### config.mk
export PLATFORM = sky130hd
export DESIGN_NAME = irq_prio_arbiter
export DESIGN_NICKNAME = d
export VERILOG_FILES = /design/src/rtl/irq_prio_pkg.sv /design/src/rtl/irq_prio_rotate.sv /design/src/rtl/irq_prio_first.sv /design/src/rtl/irq_prio_state.sv /design/src/rtl/irq_prio_arbiter.sv
export SDC_FILE = /design/constraint.sdc
export NUM_CORES = 1
export LEC_CHECK = 0
export BUFFER_PORTS_ARGS = -buffer_cell sky130_fd_sc_hd__buf_4
export CAP_MARGIN = 0
export CORE_AREA = 3 3 69 71
export DETAILED_ROUTE_END_ITERATION = 6
export DIE_AREA = 0 0 72 74
export GPL_TIMING_DRIVEN = 0
export PLACE_DENSITY = 0.71
export SLEW_MARGIN = 40
export SYNTH_ARGS = -nofsm -noshare
export SYNTH_HDL_FRONTEND = slang
export SYNTH_HIERARCHICAL = 1
export SYNTH_SLANG_ARGS = --single-unit
export TNS_END_PERCENT = 50
### constraint.sdc
create_clock -name clk -period 7.25 [get_ports clk]
set_input_delay 1.0875 -clock clk [delete_from_list [all_inputs] [get_ports clk]]
set_output_delay 1.0875 -clock clk [all_outputs]
set_load 0.005 [all_outputs]
### src/rtl/irq_prio_pkg.sv
package irq_prio_pkg;

  typedef enum logic [2:0] {
    OP_NONE,
    OP_SET_PRIO,
    OP_ROT_EOI,
    OP_FLAG_ON,
    OP_FLAG_OFF
  } prio_op_e;

  function automatic prio_op_e decode_op(input logic rot, input logic sel, input logic eoi);
    prio_op_e op;
    if (rot && sel)             op = OP_SET_PRIO;
    else if (rot && eoi)        op = OP_ROT_EOI;
    else if (rot)               op = OP_FLAG_ON;
    else if (!sel && !eoi)      op = OP_FLAG_OFF;
    else                        op = OP_NONE;
    return op;
  endfunction

endpackage

### src/rtl/irq_prio_rotate.sv
// Reorders a per-line vector so that bit 0 is the highest priority line.
module irq_prio_rotate #(
  parameter int N_LINES = 8,
  localparam int LVL_W = $clog2(N_LINES)
) (
  input  logic [LVL_W-1:0]   ptr_i,
  input  logic [N_LINES-1:0] vec_i,
  output logic [N_LINES-1:0] vec_o
);
  for (genvar i = 0; i < N_LINES; i++) begin : g_pos
    localparam logic [LVL_W-1:0] OFS = LVL_W'(i + 1);
    logic [LVL_W-1:0] src;
    assign src = ptr_i + OFS;
    assign vec_o[i] = vec_i[src];
  end
endmodule

### src/rtl/irq_prio_first.sv
// Finds the lowest set index of a vector.
module irq_prio_first #(
  parameter int N_LINES = 8,
  localparam int LVL_W = $clog2(N_LINES)
) (
  input  logic [N_LINES-1:0] vec_i,
  output logic               found_o,
  output logic [LVL_W-1:0]   idx_o
);
  always_comb begin
    idx_o = '0;
    for (int i = N_LINES - 1; i >= 0; i--) begin
      if (vec_i[i]) idx_o = LVL_W'(i);
    end
  end
  assign found_o = |vec_i;
endmodule

### src/rtl/irq_prio_state.sv
// Mask register, lowest-priority pointer and rotate-on-auto-EOI flag.
module irq_prio_state
  import irq_prio_pkg::*;
#(
  parameter int N_LINES = 8,
  localparam int LVL_W = $clog2(N_LINES)
) (
  input  logic               clk,
  input  logic               rst_n,
  input  logic               mask_we_i,
  input  logic [N_LINES-1:0] mask_data_i,
  input  logic               cmd_we_i,
  input  logic               cmd_rot_i,
  input  logic               cmd_sel_i,
  input  logic               cmd_eoi_i,
  input  logic [LVL_W-1:0]   cmd_lvl_i,
  input  logic               aeoi_ev_i,
  input  logic [LVL_W-1:0]   aeoi_lvl_i,
  input  logic               blk_found_i,
  input  logic [LVL_W-1:0]   blk_lvl_i,
  output logic [N_LINES-1:0] mask_o,
  output logic [LVL_W-1:0]   ptr_o,
  output logic               rot_flag_o
);
  localparam logic [LVL_W-1:0] PTR_RST = LVL_W'(N_LINES - 1);

  logic [N_LINES-1:0] mask_q;
  logic [LVL_W-1:0]   ptr_q, ptr_d;
  logic               flag_q, flag_d;
  prio_op_e           op;

  assign op = decode_op(cmd_rot_i, cmd_sel_i, cmd_eoi_i);

  always_comb begin
    ptr_d  = ptr_q;
    flag_d = flag_q;
    // the auto-EOI event sees the flag from before this cycle's command
    if (aeoi_ev_i && flag_q) ptr_d = aeoi_lvl_i;
    if (cmd_we_i) begin
      unique case (op)
        OP_SET_PRIO: ptr_d = cmd_lvl_i;
        OP_ROT_EOI:  if (blk_found_i) ptr_d = blk_lvl_i;
        OP_FLAG_ON:  flag_d = 1'b1;
        OP_FLAG_OFF: flag_d = 1'b0;
        default:     ;
      endcase
    end
  end

  always_ff @(posedge clk or negedge rst_n) begin
    if (!rst_n) begin
      mask_q <= '0;
      ptr_q  <= PTR_RST;
      flag_q <= 1'b0;
    end else begin
      if (mask_we_i) mask_q <= mask_data_i;
      ptr_q  <= ptr_d;
      flag_q <= flag_d;
    end
  end

  assign mask_o     = mask_q;
  assign ptr_o      = ptr_q;
  assign rot_flag_o = flag_q;

  assert_set_prio_R6: assert property (@(posedge clk) disable iff (!rst_n)
    (cmd_we_i && cmd_rot_i && cmd_sel_i) |=> (ptr_o == $past(cmd_lvl_i)) && $stable(flag_q));

  assert_flag_on_R8: assert property (@(posedge clk) disable iff (!rst_n)
    (cmd_we_i && cmd_rot_i && !cmd_sel_i && !cmd_eoi_i) |=> flag_q);

  assert_flag_off_R8: assert property (@(posedge clk) disable iff (!rst_n)
    (cmd_we_i && !cmd_rot_i && !cmd_sel_i && !cmd_eoi_i) |=> !flag_q);

  assert_aeoi_move_R9: assert property (@(posedge clk) disable iff (!rst_n)
    (aeoi_ev_i && flag_q && !(cmd_we_i && cmd_rot_i)) |=> (ptr_o == $past(aeoi_lvl_i)));

  assert_aeoi_idle_R9: assert property (@(posedge clk) disable iff (!rst_n)
    (aeoi_ev_i && !flag_q && !cmd_we_i) |=> $stable(ptr_o));

  assert_cmd_ignore_R11: assert property (@(posedge clk) disable iff (!rst_n)
    (cmd_we_i && !cmd_rot_i && (cmd_sel_i || cmd_eoi_i) && !aeoi_ev_i)
      |=> $stable(ptr_o) && $stable(flag_q));

  assert_mask_load_R3: assert property (@(posedge clk) disable iff (!rst_n)
    mask_we_i |=> (mask_o == $past(mask_data_i)));
endmodule

### src/rtl/irq_prio_arbiter.sv
module irq_prio_arbiter
  import irq_prio_pkg::*;
#(
  parameter int N_LINES = 8,
  localparam int LVL_W = $clog2(N_LINES)
) (
  input  logic               clk,
  input  logic               rst_n,
  input  logic [N_LINES-1:0] req_i,
  input  logic [N_LINES-1:0] insvc_i,
  input  logic               mask_we_i,
  input  logic [N_LINES-1:0] mask_data_i,
  input  logic               cmd_we_i,
  input  logic               cmd_rot_i,
  input  logic               cmd_sel_i,
  input  logic               cmd_eoi_i,
  input  logic [LVL_W-1:0]   cmd_lvl_i,
  input  logic               smm_en_i,
  input  logic               aeoi_ev_i,
  input  logic [LVL_W-1:0]   aeoi_lvl_i,
  output logic               irq_o,
  output logic [LVL_W-1:0]   win_lvl_o,
  output logic [LVL_W-1:0]   ptr_o
);
  localparam logic [LVL_W-1:0] ONE = LVL_W'(1);

  logic [N_LINES-1:0] mask_q;
  logic [LVL_W-1:0]   ptr_q;
  logic               rot_flag;

  logic [N_LINES-1:0] req_eff, blk_eff;
  logic [N_LINES-1:0] req_rot, blk_rot;
  logic               req_found, blk_found;
  logic [LVL_W-1:0]   req_idx, blk_idx;
  logic [LVL_W-1:0]   blk_lvl;

  // in special mask mode a masked in-service level no longer holds others off
  assign req_eff = req_i & ~mask_q;
  assign blk_eff = smm_en_i ? (insvc_i & ~mask_q) : insvc_i;

  irq_prio_rotate #(.N_LINES(N_LINES)) u_rot_req (
    .ptr_i(ptr_q), .vec_i(req_eff), .vec_o(req_rot)
  );
  irq_prio_rotate #(.N_LINES(N_LINES)) u_rot_blk (
    .ptr_i(ptr_q), .vec_i(blk_eff), .vec_o(blk_rot)
  );

  irq_prio_first #(.N_LINES(N_LINES)) u_first_req (
    .vec_i(req_rot), .found_o(req_found), .idx_o(req_idx)
  );
  irq_prio_first #(.N_LINES(N_LINES)) u_first_blk (
    .vec_i(blk_rot), .found_o(blk_found), .idx_o(blk_idx)
  );

  assign blk_lvl = ptr_q + blk_idx + ONE;

  irq_prio_state #(.N_LINES(N_LINES)) u_state (
    .clk         (clk),
    .rst_n       (rst_n),
    .mask_we_i   (mask_we_i),
    .mask_data_i (mask_data_i),
    .cmd_we_i    (cmd_we_i),
    .cmd_rot_i   (cmd_rot_i),
    .cmd_sel_i   (cmd_sel_i),
    .cmd_eoi_i   (cmd_eoi_i),
    .cmd_lvl_i   (cmd_lvl_i),
    .aeoi_ev_i   (aeoi_ev_i),
    .aeoi_lvl_i  (aeoi_lvl_i),
    .blk_found_i (blk_found),
    .blk_lvl_i   (blk_lvl),
    .mask_o      (mask_q),
    .ptr_o       (ptr_q),
    .rot_flag_o  (rot_flag)
  );

  assign irq_o     = req_found && (!blk_found || (req_idx < blk_idx));
  assign win_lvl_o = irq_o ? (ptr_q + req_idx + ONE) : '0;
  assign ptr_o     = ptr_q;

  assert_win_eligible_R3: assert property (@(posedge clk) disable iff (!rst_n)
    irq_o |-> (req_i[win_lvl_o] && !mask_q[win_lvl_o]));

  assert_idle_level_R2: assert property (@(posedge clk) disable iff (!rst_n)
    !irq_o |-> (win_lvl_o == '0));

  assert_nested_block_R4: assert property (@(posedge clk) disable iff (!rst_n)
    (irq_o && !smm_en_i) |-> !insvc_i[win_lvl_o]);

  assert_no_irq_without_req_R2: assert property (@(posedge clk) disable iff (!rst_n)
    ((req_i & ~mask_q) == '0) |-> !irq_o);
endmodule

=== Yosys cells after proc, flatten, opt, wreduce, memory -nomap -nowiden ===
Cells that the tools add are included.

* $add $sub $neg: 11
* $lt $le $gt $ge: 9
* Equality and inequality tests: 4
* Multiplexer cells: 59
* Bitwise operators: 3
* Reduce and logical (&&, ||, !) cells: 13

{| class="wikitable"
|+ Operators with widths
! kind !! number
|-
| $mux W3 || 24
|-
| $bmux W1 S3 || 16
|-
| $lt A3 B4 Y1 const B || 8
|-
| $and A8 B8 Y8 || 2
|-
| $mux W1 || 16
|-
| $reduce_or A8 Y1 || 2
|-
| $add A3 B3 Y3 const B || 4
|-
| $add A3 B1 Y3 const B || 3
|-
| $mux W8 || 1
|-
| $not A8 Y8 || 1
|-
| $add A3 B2 Y3 const B || 2
|-
| $add A3 B3 Y3 || 2
|-
| $eq A3 B2 Y1 const B || 2
|-
| $pmux W3 S2 || 1
|-
| $logic_and A1 B1 Y1 || 5
|-
| $eq A3 B1 Y1 const B || 1
|-
| $eq A3 B3 Y1 const B || 1
|-
| $logic_not A1 Y1 || 3
|-
| $lt A3 B3 Y1 || 1
|-
| $pmux W1 S2 || 1
|-
| $reduce_and A2 Y1 || 1
|-
| $reduce_bool A2 Y1 || 1
|-
| $logic_or A1 B1 Y1 || 1
|}

* Bits in registers: 12
* Word-level logic and storage cells: 102

=== Depth between registers and ports, before layout ===
Gate-level depths: netlist of run 1.

* Word-level depth: 18
* Depth in mapped cells: 18

=== By module ===
Netlist of run 1, hierarchy kept.

{| class="wikitable"
|+ By module, submodules not included
! module !! times used !! cells an instance !! area each (µm²) !! seq. area each (µm²)
|-
| irq_prio_rotate || 2 || 45 || 483.0 || 0.0
|-
| irq_prio_state || 1 || 48 || 600.6 || 304.0
|-
| irq_prio_arbiter || 1 || 45 || 326.6 || 0.0
|-
| irq_prio_first || 2 || 13 || 81.3 || 0.0
|}

=== Worst setup path before layout of run 1 ===
No wires, ideal clock.

* Kind: reg-to-output
* From: register u_state.ptr_q[0] (netlist: u_state/ptr_o[0])
* To: output port win_lvl_o[2]
* Arrival: 3.481 ns
* Required time: 6.162 ns
* Setup slack: 2.682 ns
* Stages on the path, launching flop included: 17
* Buffers on the path: 2
* Path through: dfstp_2 buf_6 clkinv_1 ha_1 clkbuf_1 mux2_2 mux2i_1 a221oi_1 inv_1 a21oi_1 o41ai_1 inv_1 ha_1 fa_1 xnor2_1 xnor2_1 a21oi_2

* Cells in the longest elaborated chain, start to end: 14

{| class="wikitable"
|+ RTL lines
! what !! line !! RTL
|-
| start: declaration || irq_prio_state.sv:28 || <nowiki>logic [LVL_W-1:0] ptr_q, ptr_d;</nowiki>
|-
| start signal: assignment || irq_prio_state.sv:57 || <nowiki>ptr_q <= ptr_d;</nowiki>
|-
| $add A3 B3 Y3 * || irq_prio_rotate.sv:13 || <nowiki>assign src = ptr_i + OFS;</nowiki>
|-
| $bmux W1 S3 * || irq_prio_rotate.sv:14 || <nowiki>assign vec_o[i] = vec_i[src];</nowiki>
|-
| $mux W1 (not written as such) * || irq_prio_rotate.sv:14 ||
|-
| net req_rot[6] || irq_prio_arbiter.sv:32 || <nowiki>logic [N_LINES-1:0] req_rot, blk_rot;</nowiki>
|-
| $mux W3 * (7 in series) || irq_prio_first.sv:13 || <nowiki>if (vec_i[i]) idx_o = LVL_W'(i);</nowiki>
|-
| net req_idx[0] || irq_prio_arbiter.sv:34 || <nowiki>logic [LVL_W-1:0] req_idx, blk_idx;</nowiki>
|-
| branches (longest 3 deep; another with $add A3 B3 Y3) || -- ||
|-
| $mux W3 * || irq_prio_arbiter.sv:77 || <nowiki>assign win_lvl_o = irq_o ? (ptr_q + req_idx + ONE) : '0;</nowiki>
|-
| end: declaration || irq_prio_arbiter.sv:22 || <nowiki>output logic [LVL_W-1:0] win_lvl_o,</nowiki>
|}

Mark *: on every way through the listed nets, which the timed path passes. The select of a mux whose other input is x is not followed.

=== Worst setup path in the final report of run 1 ===
Same ends and word-level chain as after synthesis.

==> flow_summary.yaml, run 1 <==
grt:
  grt_pass1_vias: 1776
  grt.total_usage: 0.189
  grt_antenna_before_repair: 0
  grt_pass1_wl_um: 8050
  gr-total-overflow: 0
  grt_max_degree: 13
worst_setup_path:
  crit_path_max_fanout: 9
  worst-setup-path-type: "flop to output pin"
  cp_data_arrival_time_ps: 4240
  critPathTopFamily: "buffers and inverters"
  end_kind: "output pin"
  cp-start-kind: "flop"
  crit_path_max_incr_delay_ps: 630
  worstPathRequired_ps: 6160
  cpMaxStageDelayCell: "dfstp_2"
  path_cells: "buf_6 > clkinv_1 > ha_1 > clkbuf_1 > mux2_2 > mux2i_1 > a221oi_1 > inv_1 > a21oi_1 > o41ai_1 > inv_1 > ha_1 > fa_1 > xnor2_1 > xnor2_1 > a21oi_2 > buf_4"
  worstPathBufferInverterCount: 6
die:
  die_area_um2: 5330
  io_pins: 46
  fp.dieW_um: 72
  start_util: 0.479
  rows: 24
  core_um2: 4290
  die_height_um: 74
timing:
  finalSetupTns_ps: 0
  setup_viol: 0
  period_minus_slack_ps: 5330
  clock_skew_ps: 2.53
  drv_slew: 0
  timing.final.crit_share: 0.735
  hold_slack_ps: 546
  tightest_slew_ps: 569
  rsz0062_at_grt: "false"
  slew-limit-headroom: 0.618
  layout_setup_ws_ps: 1920
  hold_viol_final: 0
  max_freq_mhz: 188
yosys:
  yosys.area_share.simple: 0.158
  ys_warn_count: 6
  syn_inst: 209
  synth-compound-area-share: 0.167
  synth_area_um2: 2060
  ys_async_sr_fraction: 1.00
  yosysSeqAreaShare: 0.148
  synth_top_family_by_area: "multiplexers"
  synth-edff-count: 0
  synth_area_leaders: "mux2_2, dfrtp_1, mux4_2"
  synth.avg_cell_area_um2: 9.84
  synth_area_leader_cell: "mux2_2"
  ys.flop_type: "dfrtp_1"
  synth_top_area_share: 0.137
  synthAdderAreaFrac: 0.0682
  synthXorXnorAreaFrac: 0.0511
  synthMuxAreaShare: 0.334
  ys_types: 43
  ys_ff_latch: 12
  synth_fp_nets: 258
finish:
  nFillCells: 392
  diodes: 0
  fin_util: 0.582
  multi_input_area_um2: 1600
  drive_above_1_share: 0.410
  regArea_um2: 304
  fin_cells: 308
  finalInstanceArea_um2: 2500
  synthToLayoutAreaGrowth_pct: 21.5
  fin_nets: 306
clock_tree:
  cts_buffers: 3
  clockRootBuffer: "clkbuf_8"
  post_cts_buffers: 0
  cts_resized: 0
  htreeDepth: 1
  cts.sinks: 12
  clockBufferDepth: 2
  postCtsHoldBufs: 0
  clk_latency_ps: 240
  cts_tree: "done"
  clk_pin_slew_ps: 50
power_and_ir_drop:
  cellPowerDensity_nw_per_um2: 569
  leakage_nw: 1.09
  power_mw: 1.42
  ir_drop_mv: 0.315
placement:
  dp_hpwl_um: 4020
  dpl_worst_slack_ps: 2180
  io_buffers: 43
  routabilityCongestion: 0.832
  dpl.cell_count: 304
  place_area_um2: 2440
route:
  top_layer_used: "met4"
  met1_length_um: 2200
  viasPerCell: 5.89
  firstDrtPassIters: 4
  met3_length_um: 191
  drt_iter0_drc: 61
  vias: 1813
  wl_met2_um: 2390
  wirelength_um: 4820
  drc: 0
  wl_per_cell_um: 15.7
  antenna_left: 0
worst_hold_path:
  hold_path_class: "flop to flop"
run:
  drv_cap: 0
run_status:
  outcome: "completed"
-- kinds of logic after synthesis --
kind of cell    after synthesis
compound gates               44
xor+xnor                     12
fa+ha+maj                    10
buf+inv                      26
flops                        12
mux                          47
simple gates                 58
-- cell usage in the layout, fill, tap and decap left out, types with 2 or more instances in the layout --
cell,netlist,layout
buf_4,0,43
mux2_2,25,25
nor2b_1,15,15
inv_1,14,14
nor2_1,14,14
a21boi_0,10,10
dfrtp_1,9,9
nand2_1,8,8
ha_1,8,8
a211oi_1,8,8
mux4_2,8,8
buf_6,7,7
nor3_1,7,7
xnor2_1,6,6
xor2_1,6,6
mux2i_1,6,6
a21oi_1,4,4
clkbuf_8,0,4
mux4_1,4,4
a221oi_1,4,4
mux2_4,4,4
o21ai_0,3,3
a21o_2,3,3
dfstp_2,3,3
fa_1,2,2
o21bai_1,2,2
o41ai_1,2,2
nor4_2,2,2
and3b_1,2,2
nand3_1,2,2
clkinv_1,2,2
clkbuf_1,2,2
a2111oi_0,2,2
nand4b_1,2,2
and4_1,2,2
o21ai_2,2,2
-- power by group --
group | switching (mW) | internal, mW
Combinational | 0.607 | 0.618
Sequential | 0.0358 | 0.0881
Clock | 0.0255 | 0.0480
-- final timing paths --
check | end | slack [ps] | start | depth (start not counted)
worst max-delay path | win_lvl_o[2] | 1920 | u_state/ptr_o[0] | 17
worst min-delay path | u_state/mask_o[3] | 550 | u_state/mask_o[3] | 1
worst max register to register | u_state/ptr_o[2] | 3150 | u_state/ptr_o[0] | 18
worst min register to register | u_state/mask_o[3] | 550 | u_state/mask_o[3] | 1
max in group asynchronous | u_state/ptr_o[2] | 6350 | rst_n | 1
min in group asynchronous | u_state/mask_o[7] | 670 | rst_n | 1
-- metal layers --
layer	vias to the layer above	GRT usage
li1	886	-
met1	876	0.245
met2	45	0.344
met3	6	0.0162
met4	0	0.0459
met5	-	0
-- layout make-up --
cell class              count  share of cell area
multi-input cells         171               0.640
repair buffers             43               0.129
flip-flops and latches     12               0.122
plain buffers              10              0.0366
well taps                  52              0.0260
inverters                  16              0.0240
clock buffers               4              0.0220
-- cells in the mapped netlist (3+ instances only) --
library cell,n
a21oi_1,4
mux2_4,4
dfrtp_1,9
nor2_1,14
nor3_1,7
inv_1,14
dfstp_2,3
buf_6,7
mux2i_1,6
xnor2_1,6
a21boi_0,10
mux4_1,4
a211oi_1,8
mux4_2,8
xor2_1,6
mux2_2,25
a21o_2,3
nor2b_1,15
a221oi_1,4
o21ai_0,3
ha_1,8
nand2_1,8
-- sequential cells by signal, indices dropped and copies added, names as in the netlist --
name / cells
u_state/rot_flag_o: 1
u_state/ptr_o: 3
u_state/mask_o: 8
No activity file was read; power rests on OpenSTA's default activity.
==> run 2, diff against run 1 <==
--- a/config.mk
+++ b/config.mk
@@ -11,7 +11,7 @@
 export DETAILED_ROUTE_END_ITERATION = 6
 export DIE_AREA = 0 0 72 74
 export GPL_TIMING_DRIVEN = 0
-export PLACE_DENSITY = 0.71
+export PLACE_DENSITY = 0.74
 export SLEW_MARGIN = 40
 export SYNTH_ARGS = -nofsm -noshare
 export SYNTH_HDL_FRONTEND = slang
==> constraint.sdc (replaced) <==
create_clock -name clk -period 4.5 [get_ports clk]
set_input_delay 0.675 -clock clk [delete_from_list [all_inputs] [get_ports clk]]
set_output_delay 0.675 -clock clk [all_outputs]
set_load 0.005 [all_outputs]
==> flow_summary.yaml, run 2 (same netlist as run 1, synthesis figures left out) <==
grt:
  grt_pass1_wl_um: 8760
  grt.total_usage: 0.204
  gr-total-overflow: 0
  grt_pass1_vias: 1876
  grt_antenna_before_repair: 0
  grt_max_degree: 15
die:
  io_pins: 46
  core_um2: 4290
  rows: 24
  die_area_um2: 5330
  die_height_um: 74
  fp.dieW_um: 72
  start_util: 0.479
clock_tree:
  postCtsHoldBufs: 0
  clockRootBuffer: "clkbuf_8"
  clockBufferDepth: 2
  cts_tree: "done"
  cts.sinks: 12
  clk_pin_slew_ps: 60
  clk_latency_ps: 230
  htreeDepth: 1
  cts_buffers: 3
route:
  firstDrtPassIters: 4
  vias: 1871
  wirelength_um: 5190
  viasPerCell: 5.92
  drt_iter0_drc: 60
  drc: 0
  antenna_left: 0
  wl_per_cell_um: 16.4
placement:
  dp_hpwl_um: 4130
  dpl.cell_count: 304
  place_area_um2: 2440
  routabilityCongestion: 0.810
  io_buffers: 43
worst_setup_path:
  crit_path_max_fanout: 8
  cpMaxStageDelayCell: "dfstp_2"
  end_kind: "output pin"
  path_cells: "buf_8 > clkinv_4 > ha_4 > mux2_2 > mux2i_1 > a221oi_2 > buf_4 > nor4_2 > and3b_2 > ha_1 > o21ai_0 > nand2_2 > a21oi_2 > buf_4"
  worstPathRequired_ps: 3830
  cp-start-kind: "flop"
  crit_path_frequent_cell: "buf_4"
  cp_data_arrival_time_ps: 3610
  crit_path_max_incr_delay_ps: 590
  worst-setup-path-type: "flop to output pin"
run:
  drv_cap: 0
finish:
  diodes: 0
  multi_input_area_um2: 1680
  fin_nets: 314
  regArea_um2: 308
  final_cell_mix: "buf_4, mux2_2, nor2b_1"
  fin_cells: 316
  mostFrequentLayoutCell: "buf_4"
  drive_above_1_share: 0.496
  nFillCells: 388
  largest_reg_flops: 8
  fin_util: 0.619
  synthToLayoutAreaGrowth_pct: 29.4
  finalInstanceArea_um2: 2660
timing:
  clock_skew_ps: 2.64
  slew-limit-headroom: 0.600
  period_minus_slack_ps: 4280
  timing.final.crit_share: 0.952
  max_freq_mhz: 233
  hold_viol_final: 0
  setup_viol: 0
  drv_slew: 0
  tightest_slew_ps: 594
  rsz0062_at_grt: "false"
  finalSetupTns_ps: 0
run_status:
  outcome: "completed"
worst_hold_path:
  hold_path_class: "input pin to asynchronous set/reset pin"
run 2: cell types whose count changed in the layout (fill, tap and decap cells not counted), sizes merged:
cell and delta:
buf +10, clkbuf -2, clkinv -1, clkinvlp +1
run 2: worst paths after layout:
kind	from	to	slack, ps	depth (start not counted)
setup / recovery	u_state/ptr_o[0]	win_lvl_o[2]	220	14
min in group clk	u_state/rot_flag_o	u_state/rot_flag_o	550	1
hold reg to reg	u_state/rot_flag_o	u_state/rot_flag_o	550	1
hold / removal	rst_n	u_state/mask_o[6]	270	1
max in group asynchronous	rst_n	u_state/ptr_o[2]	4010	1
setup reg to reg	u_state/ptr_o[1]	u_state/ptr_o[1]	840	15
run 2: repair_timing:
item | CTS | global route
gates resized for setup | 10 | 12
buffers inserted | 4 | 7
endpoints found under the setup margin | 4 | 4
pin swaps | 2 | 6
run 2: layout make-up:
type                            instances  share of cell area
Clock buffer                            4              0.0207
Sequential cell                        12               0.116
Tap cell                               52              0.0245
Timing Repair Buffer                   54               0.152
Buffer                                  7              0.0287
Multi-Input combinational cell        171               0.632
Inverter                               16              0.0259
run 2: worst max-delay path: cells and delay by family, from the launching register on:
kind | cells | cell delay, ps
AND/OR/NAND/NOR | 3 | 670
adder cells (fa/ha/maj) | 2 | 600
flip-flops | 1 | 590
multiplexers | 2 | 530
buffers and inverters | 4 | 520
AO/OA/AOI/OAI | 3 | 470
run 2: layer usage:
metal  vias up  GRT usage  share of wire  routed length [µm]
met5         -          0              0                   0
met4         0     0.0230         0.0015                   8
met3         2     0.0135          0.039                 201
met2        58      0.379           0.51                2640
met1       906      0.271           0.45                2340
li1        905          -              -                   -
run 2: stage by stage:
step / worst slack [ps] / hold WS [ps]
floorplan: 344 / 379
global placement: -149 / 516
detailed placement: -218 / 522
CTS: 18.1 / 270
global route: 8.18 / 263
finish: 216 / 266
Power of run 2 is left out: the tool's default activity adds up to more than one toggle a clock period on the data nets, which glitch-free logic cannot reach.
